[config.mk]
export PLATFORM = sky130hd
export DESIGN_NAME = alu_execute
export DESIGN_NICKNAME = d
export VERILOG_FILES = /design/src/rtl/alu_ex_pkg.sv /design/src/rtl/alu_ex_decode.sv /design/src/rtl/alu_ex_immext.sv /design/src/rtl/alu_ex_core.sv /design/src/rtl/alu_execute.sv
export SDC_FILE = /design/constraint.sdc
export NUM_CORES = 1
export LEC_CHECK = 0
export BUFFER_PORTS_ARGS = -buffer_cell sky130_fd_sc_hd__buf_2
export CORE_MARGIN = 5
export CORE_UTILIZATION = 55
export DETAILED_ROUTE_END_ITERATION = 10
export PLACE_DENSITY = 0.8
export SYNTH_ARGS = -nofsm -noshare
export SYNTH_HDL_FRONTEND = slang
export SYNTH_SLANG_ARGS = --single-unit
[constraint.sdc]
create_clock -name vclk -period 6.3
set_input_delay 0.945 -clock vclk [all_inputs]
set_output_delay 0.945 -clock vclk [all_outputs]
set_load 0.01 [all_outputs]
[src/rtl/alu_ex_pkg.sv]
package alu_ex_pkg;
    localparam int OPC_W = 6;
    localparam int FN_W  = 6;

    localparam logic [OPC_W-1:0] OPC_REG  = 6'd0;
    localparam logic [OPC_W-1:0] OPC_ADDI = 6'd8;
    localparam logic [OPC_W-1:0] OPC_ANDI = 6'd12;
    localparam logic [OPC_W-1:0] OPC_ORI  = 6'd13;
    localparam logic [OPC_W-1:0] OPC_XORI = 6'd14;
    localparam logic [OPC_W-1:0] OPC_LUI  = 6'd15;

    localparam logic [FN_W-1:0] FN_ADD = 6'd32;
    localparam logic [FN_W-1:0] FN_SUB = 6'd34;
    localparam logic [FN_W-1:0] FN_AND = 6'd36;
    localparam logic [FN_W-1:0] FN_OR  = 6'd37;
    localparam logic [FN_W-1:0] FN_XOR = 6'd38;
    localparam logic [FN_W-1:0] FN_NOR = 6'd39;
    localparam logic [FN_W-1:0] FN_SLT = 6'd42;

    typedef enum logic [3:0] {
        OP_NONE, OP_ADD, OP_SUB, OP_AND, OP_OR,
        OP_XOR, OP_NOR, OP_SLT, OP_PASS_B
    } alu_op_e;

    typedef enum logic [1:0] {
        EXT_SIGN, EXT_ZERO, EXT_UPPER
    } ext_mode_e;
endpackage

[src/rtl/alu_ex_decode.sv]
module alu_ex_decode
    import alu_ex_pkg::*;
(
    input  logic [OPC_W-1:0] op_code,
    input  logic [FN_W-1:0]  func_code,
    output alu_op_e          alu_op,
    output logic             use_imm,
    output ext_mode_e        ext_mode
);
    always_comb begin
        alu_op   = OP_NONE;
        use_imm  = 1'b0;
        ext_mode = EXT_ZERO;
        unique case (op_code)
            OPC_REG: begin
                unique case (func_code)
                    FN_ADD:  alu_op = OP_ADD;
                    FN_SUB:  alu_op = OP_SUB;
                    FN_AND:  alu_op = OP_AND;
                    FN_OR:   alu_op = OP_OR;
                    FN_XOR:  alu_op = OP_XOR;
                    FN_NOR:  alu_op = OP_NOR;
                    FN_SLT:  alu_op = OP_SLT;
                    default: alu_op = OP_NONE;
                endcase
            end
            OPC_ADDI: begin alu_op = OP_ADD;    use_imm = 1'b1; ext_mode = EXT_SIGN;  end
            OPC_ANDI: begin alu_op = OP_AND;    use_imm = 1'b1; ext_mode = EXT_ZERO;  end
            OPC_ORI:  begin alu_op = OP_OR;     use_imm = 1'b1; ext_mode = EXT_ZERO;  end
            OPC_XORI: begin alu_op = OP_XOR;    use_imm = 1'b1; ext_mode = EXT_ZERO;  end
            OPC_LUI:  begin alu_op = OP_PASS_B; use_imm = 1'b1; ext_mode = EXT_UPPER; end
            default:  alu_op = OP_NONE;
        endcase
    end
endmodule

[src/rtl/alu_ex_immext.sv]
module alu_ex_immext
    import alu_ex_pkg::*;
#(
    parameter int DATA_W = 32,
    parameter int IMM_W  = 16
) (
    input  logic [IMM_W-1:0]  imm,
    input  ext_mode_e         ext_mode,
    output logic [DATA_W-1:0] imm_wide
);
    localparam int PAD_W = DATA_W - IMM_W;

    always_comb begin
        unique case (ext_mode)
            EXT_SIGN:  imm_wide = {{PAD_W{imm[IMM_W-1]}}, imm};
            EXT_UPPER: imm_wide = {imm, {PAD_W{1'b0}}};
            default:   imm_wide = {{PAD_W{1'b0}}, imm};
        endcase
    end
endmodule

[src/rtl/alu_ex_core.sv]
module alu_ex_core
    import alu_ex_pkg::*;
#(
    parameter int DATA_W = 32
) (
    input  logic [DATA_W-1:0] opa,
    input  logic [DATA_W-1:0] opb,
    input  alu_op_e           alu_op,
    output logic [DATA_W-1:0] y
);
    logic lt_signed;
    assign lt_signed = $signed(opa) < $signed(opb);

    always_comb begin
        unique case (alu_op)
            OP_ADD:    y = opa + opb;
            OP_SUB:    y = opa - opb;
            OP_AND:    y = opa & opb;
            OP_OR:     y = opa | opb;
            OP_XOR:    y = opa ^ opb;
            OP_NOR:    y = ~(opa | opb);
            OP_SLT:    y = {{(DATA_W-1){1'b0}}, lt_signed};
            OP_PASS_B: y = opb;
            default:   y = '0;
        endcase
    end
endmodule

[src/rtl/alu_execute.sv]
module alu_execute
    import alu_ex_pkg::*;
#(
    parameter int DATA_W = 32,
    parameter int IMM_W  = 16
) (
    input  logic [OPC_W-1:0]  op_code,
    input  logic [FN_W-1:0]   func_code,
    input  logic [DATA_W-1:0] rs_val,
    input  logic [DATA_W-1:0] rt_val,
    input  logic [IMM_W-1:0]  imm,
    output logic [DATA_W-1:0] result
);
    localparam int PAD_W = DATA_W - IMM_W;

    alu_op_e           alu_op;
    logic              use_imm;
    ext_mode_e         ext_mode;
    logic [DATA_W-1:0] imm_wide;
    logic [DATA_W-1:0] opb;

    alu_ex_decode u_dec (
        .op_code   (op_code),
        .func_code (func_code),
        .alu_op    (alu_op),
        .use_imm   (use_imm),
        .ext_mode  (ext_mode)
    );

    alu_ex_immext #(.DATA_W(DATA_W), .IMM_W(IMM_W)) u_ext (
        .imm      (imm),
        .ext_mode (ext_mode),
        .imm_wide (imm_wide)
    );

    assign opb = use_imm ? imm_wide : rt_val;

    alu_ex_core #(.DATA_W(DATA_W)) u_core (
        .opa    (rs_val),
        .opb    (opb),
        .alu_op (alu_op),
        .y      (result)
    );

    always_comb begin
        if (op_code == OPC_LUI)
            AST_LUI_LOW_ZERO: assert (result[PAD_W-1:0] == '0 && result[DATA_W-1:PAD_W] == imm);
        if (op_code == OPC_REG && func_code == FN_SLT)
            AST_SLT_IS_BIT: assert (result[DATA_W-1:1] == '0);
        if (op_code == OPC_ANDI || op_code == OPC_ORI || op_code == OPC_XORI)
            AST_LOGIC_ZEXT: assert (opb[DATA_W-1:IMM_W] == '0);
        if (op_code == OPC_ADDI)
            AST_ARITH_SEXT: assert (opb[DATA_W-1:IMM_W] == {PAD_W{imm[IMM_W-1]}});
        if (op_code == OPC_REG && func_code == FN_NOR && rs_val == '0 && rt_val == '0)
            AST_NOR_ZERO_ONES: assert (&result);
        if (alu_op == OP_NONE)
            AST_UNSUPPORTED_ZERO: assert (result == '0);
    end
endmodule

Word-level counts from Yosys, hierarchy flattened --
Index checks and enable logic that the tools add are counted.
Storage, ports and cells: register bits after elaboration 0, input bits 92, logic and storage cells 38
Operators by class: add/subtract/negate cells 2, $lt $le $gt $ge 1, equal/unequal tests 21, mux-type cells 7, bitwise logic cells 4, reductions and logical operators 3
Operators with widths (number):
- $pmux W32 S8 | 1
- $pmux W32 S2 | 1
- $eq A6 B6 Y1 const B | 7
- $add A32 B32 Y32 | 1
- $and A32 B32 Y32 | 1
- $lt A32 B32 Y1 | 1
- $mux W32 | 1
- $not A32 Y32 | 1
- $or A32 B32 Y32 | 1
- $sub A32 B32 Y32 | 1
- $xor A32 B32 Y32 | 1
- $eq A6 B4 Y1 const B | 5
- $pmux W4 S6 | 1
- $pmux W3 S7 | 1
- $eq A4 B3 Y1 const B | 4
- $eq A4 B2 Y1 const B | 2
- $logic_not A6 Y1 | 1
- $reduce_or A5 Y1 | 1
- $eq A4 B1 Y1 const B | 1
- $eq A4 B4 Y1 const B | 1
- $pmux W2 S2 | 1
- $eq A2 B2 Y1 const B | 1
- $logic_not A2 Y1 | 1
- $mux W1 | 1

Depth between registers and ports, before layout --
depth after elaboration 8, mapped depth 20, mapped depth without buffers 16

Hierarchy --
A second synthesis with hierarchy kept.
Unflattened totals: cells, all modules 987, area total of the unflattened synthesis 6890.4 µm²
Modules (own cells, without submodules):
- alu_ex_core | times used 1, cells an instance 863, area each 5779.3 µm²
- alu_execute | times used 1, cells an instance 36, area each 544.3 µm²
- alu_ex_immext | times used 1, cells an instance 55, area each 367.9 µm²
- alu_ex_decode | times used 1, cells an instance 33, area each 198.9 µm²

Worst setup path before layout --
Ideal clock, no wire load.
path kind input to output, from input port op_code[5], to output port result[30], arrival 5030 ps, required time 5355 ps, slack 325 ps, stages on the path 18, cells stage by stage nor3b_1 > and4_1 > clkbuf_1 > buf_2 > clkbuf_1 > buf_2 > nor2_1 > ha_1 > fa_1 > nor2_1 > o221ai_1 > a211oi_1 > nor2_1 > o41ai_1 > a221oi_1 > o31a_1 > nor4_1 > a2bb2oi_1
On the way: cells in the longest elaborated chain, start to end 8, elaborated cells on any way between the ends 29, those cells by class add/sub (2); eq/ne (14); mux (6); bitwise (4); reduce/logical (3)
Ends and longest elaborated chain:
- start: declaration | line alu_execute.sv:7 | input logic [OPC_W-1:0] op_code,
- branches (longest 7 deep; another with $sub A32 B32 Y32)
- $pmux W32 S8 (*) | line alu_ex_core.sv:15 | unique case (alu_op)
- end: declaration | line alu_execute.sv:12 | output logic [DATA_W-1:0] result
Every way passes the cells marked *.

Worst setup path after layout --
from input port op_code[3], to output port result[28]
The elaborated chain is that of the path after synthesis.

==> run_results.csv <==
group,metric,value,unit
floorplan,pin_count,124,
sta,final_hold_viol_count,0,
yosys,syn_nets,1144,
floorplan,row_count,38,
yosys,avgSynthCellArea,6.54,um2
grt,antenna_found_initial,0,
drt,viasPerCell,6.59,
yosys,synthCells,949,
grt,grt_overflow,0,
drt,ant_nets,0,
floorplan,fp.dieArea,13500,um2
finish,layout_commonest_cell,"buf_2",
finish,syn_to_final_growth,14.5,%
hold_path,min_path_type,"in -> out",
power_and_ir_drop,power,0.656,mW
finish,seq_cells,0,
placed_design,gp_congestion,1.02,
sta,finalCritPeriodShare,94.6,%
hold_path,hold_path_startpoint,"imm[2]",
grt,grt_pass1_vias,7333,
sta,fmax,0.168,GHz
yosys,ys_types,83,
sta,slew_headroom,33.1,%
hold_path,holdPathStages,4,
sta,fin_ws,0.342,ns
floorplan,initial_core_util,56.8,%
floorplan,die_h,116,um
power_and_ir_drop,power_density,92.3,nW/um2
finish,clock_buffers,0,
worst_setup_path,cp-start-kind,"primary input",
finish,num_antenna_cells,0,
finish,nets,1255,
yosys,ys_seq_area_share,0,%
worst_setup_path,cp_max_fo,16,
yosys,yosys_warnings,0,
placed_design,post-place-ws,0.175,ns
grt,grt_use_total,36.9,%
yosys,netlist_area,6210,um2
grt,grt_first_pass_wirelength,39500,um
drt,wl,25600,um
sta,worst_slew_pin_slew,1.00,ns
worst_setup_path,worstSetupPathType,"in -> out",
floorplan,core_area,10900,um2
run_status,status,"complete, no violations",
drt,num_vias,7889,
cts,cts_resized,0,
cts,hold_buffers,0,
flow_run,cap_violations,0,
hold_path,min_to,"result[18]",
finish,drive_gt1_share,18.8,%
drt,routedWlPerCell,21.4,um
sta,setup_viol,0,
yosys,synth.area.top_cells,"ha_1 (20%), a21oi_1 (7.3%), inv_1 (6.1%)",
drt,drcViolationCount,0,
placed_design,portBuffers,124,
sta,slew_viol_final,0,
placed_design,post-place-cells,1198,
sta,fin_setup_tns,0,ns
cts,cts_setup_buffers,0,
power_and_ir_drop,peakVddDrop,0.0562,mV
worst_setup_path,cp-end-kind,"primary output",
placed_design,post-dp-hpwl,20200,um
sta,rsz0062_at_grt,"no",
finish,seqCellArea,0,um2
yosys,synth_top_cell_by_area,"ha_1",
power_and_ir_drop,leakage,3.43,nW
finish,final_util,65.1,%
finish,final_cell_mix,"buf_2 (124), inv_1 (101), ha_1 (101)",
worst_setup_path,worst_ep_required_time,5.35,ns
drt,drtIter0Drc,909,
sta,fin_crit,5.96,ns
drt,first_pass_iters,6,
worst_setup_path,worstPathArrival,5.01,ns
finish,finalNonFillerCells,1198,
floorplan,die_x,116,um
grt,grt_max_degree,27,
yosys,yosysTopAreaCellShare,20.3,%
-- where the power goes --
part / switching, mW / leakage (nW) / internal [mW] / total (mW)
Sequential: 0 / 0 / 0 / 0
Combinational: 0.401 / 3.43 / 0.255 / 0.656
Clock: 0 / 0 / 0 / 0
-- Yosys cell counts (all sizes together), types with 10 or more instances --
| cell | count |
|---|---|
| ha | 101 |
| inv | 101 |
| nor2 | 101 |
| a21oi | 93 |
| nand2 | 77 |
| o21ai | 61 |
| xnor2 | 36 |
| clkbuf | 30 |
| buf | 29 |
| mux2i | 20 |
| a31oi | 19 |
| nand3 | 17 |
| nor3 | 15 |
| a21o | 13 |
| a22oi | 13 |
| and2 | 13 |
| o211ai | 12 |
| a221oi | 11 |
| o21a | 11 |
| o221ai | 11 |
| o22a | 11 |
| a211oi | 10 |
| nor2b | 10 |
| o21bai | 10 |
-- worst max-delay path by stage --
stage	startpoint	endpoint	slack, ns	cells past startpoint
after floorplan	op_code[5]	result[30]	0.32	18
after global placement	op_code[3]	result[28]	0.31	18
after detailed placement	op_code[3]	result[30]	0.17	17
after CTS	op_code[3]	result[30]	0.15	17
after global routing	op_code[3]	result[30]	0.02	18
final	op_code[3]	result[28]	0.34	18
-- final cells by class --
class	count	area, um2
Tap cell	140	175
Multi-Input combinational cell	789	5600
Fill cell	1083	3820
Inverter	101	379
Timing Repair Buffer	168	963
-- stage by stage --
| step | hold WS (ns) | instance area, um2 |
|---|---|---|
| final | 2.32 | 7110 |
| after global routing | 2.32 | 7110 |
| after CTS | 2.32 | 7100 |
| after detailed placement | 2.32 | 7100 |
| after global placement | 2.32 | 7100 |
| after floorplan | 2.04 | 6210 |
-- critical path, stage by stage --
cell     delay (ns)
buf_2          0.13
nor3b_2        0.27
o21a_1         0.24
buf_12         0.19
mux2i_1        0.09
nor2_1         0.19
inv_1          0.09
ha_1           0.36
buf_4          0.20
a21oi_1        0.13
nand2_1        0.10
a221o_1        0.43
a41o_1         0.32
a21oi_1        0.46
o41ai_1        0.18
o221a_2        0.26
o21ai_0        0.22
buf_2          0.18
-- logic make-up after synthesis --
kind of cell | after synthesis | synth area share, %
AND/OR/NAND/NOR | 276 | 20.7
multiplexers | 20 | 3.22
AO/OA/AOI/OAI | 353 | 39.5
adder cells (fa/ha/maj) | 103 | 21.0
XOR/XNOR | 37 | 5.22
buffers and inverters | 160 | 10.4
-- metal layers --
metal  GRT usage [%]  share of wire (%)  routed length (um)
met5               0                  0                   0
met4            14.5                5.1                1300
met2            59.6                 44               11200
met3            4.25                 11                2730
met1            50.0                 41               10400
(Power assumes the default switching activity.)
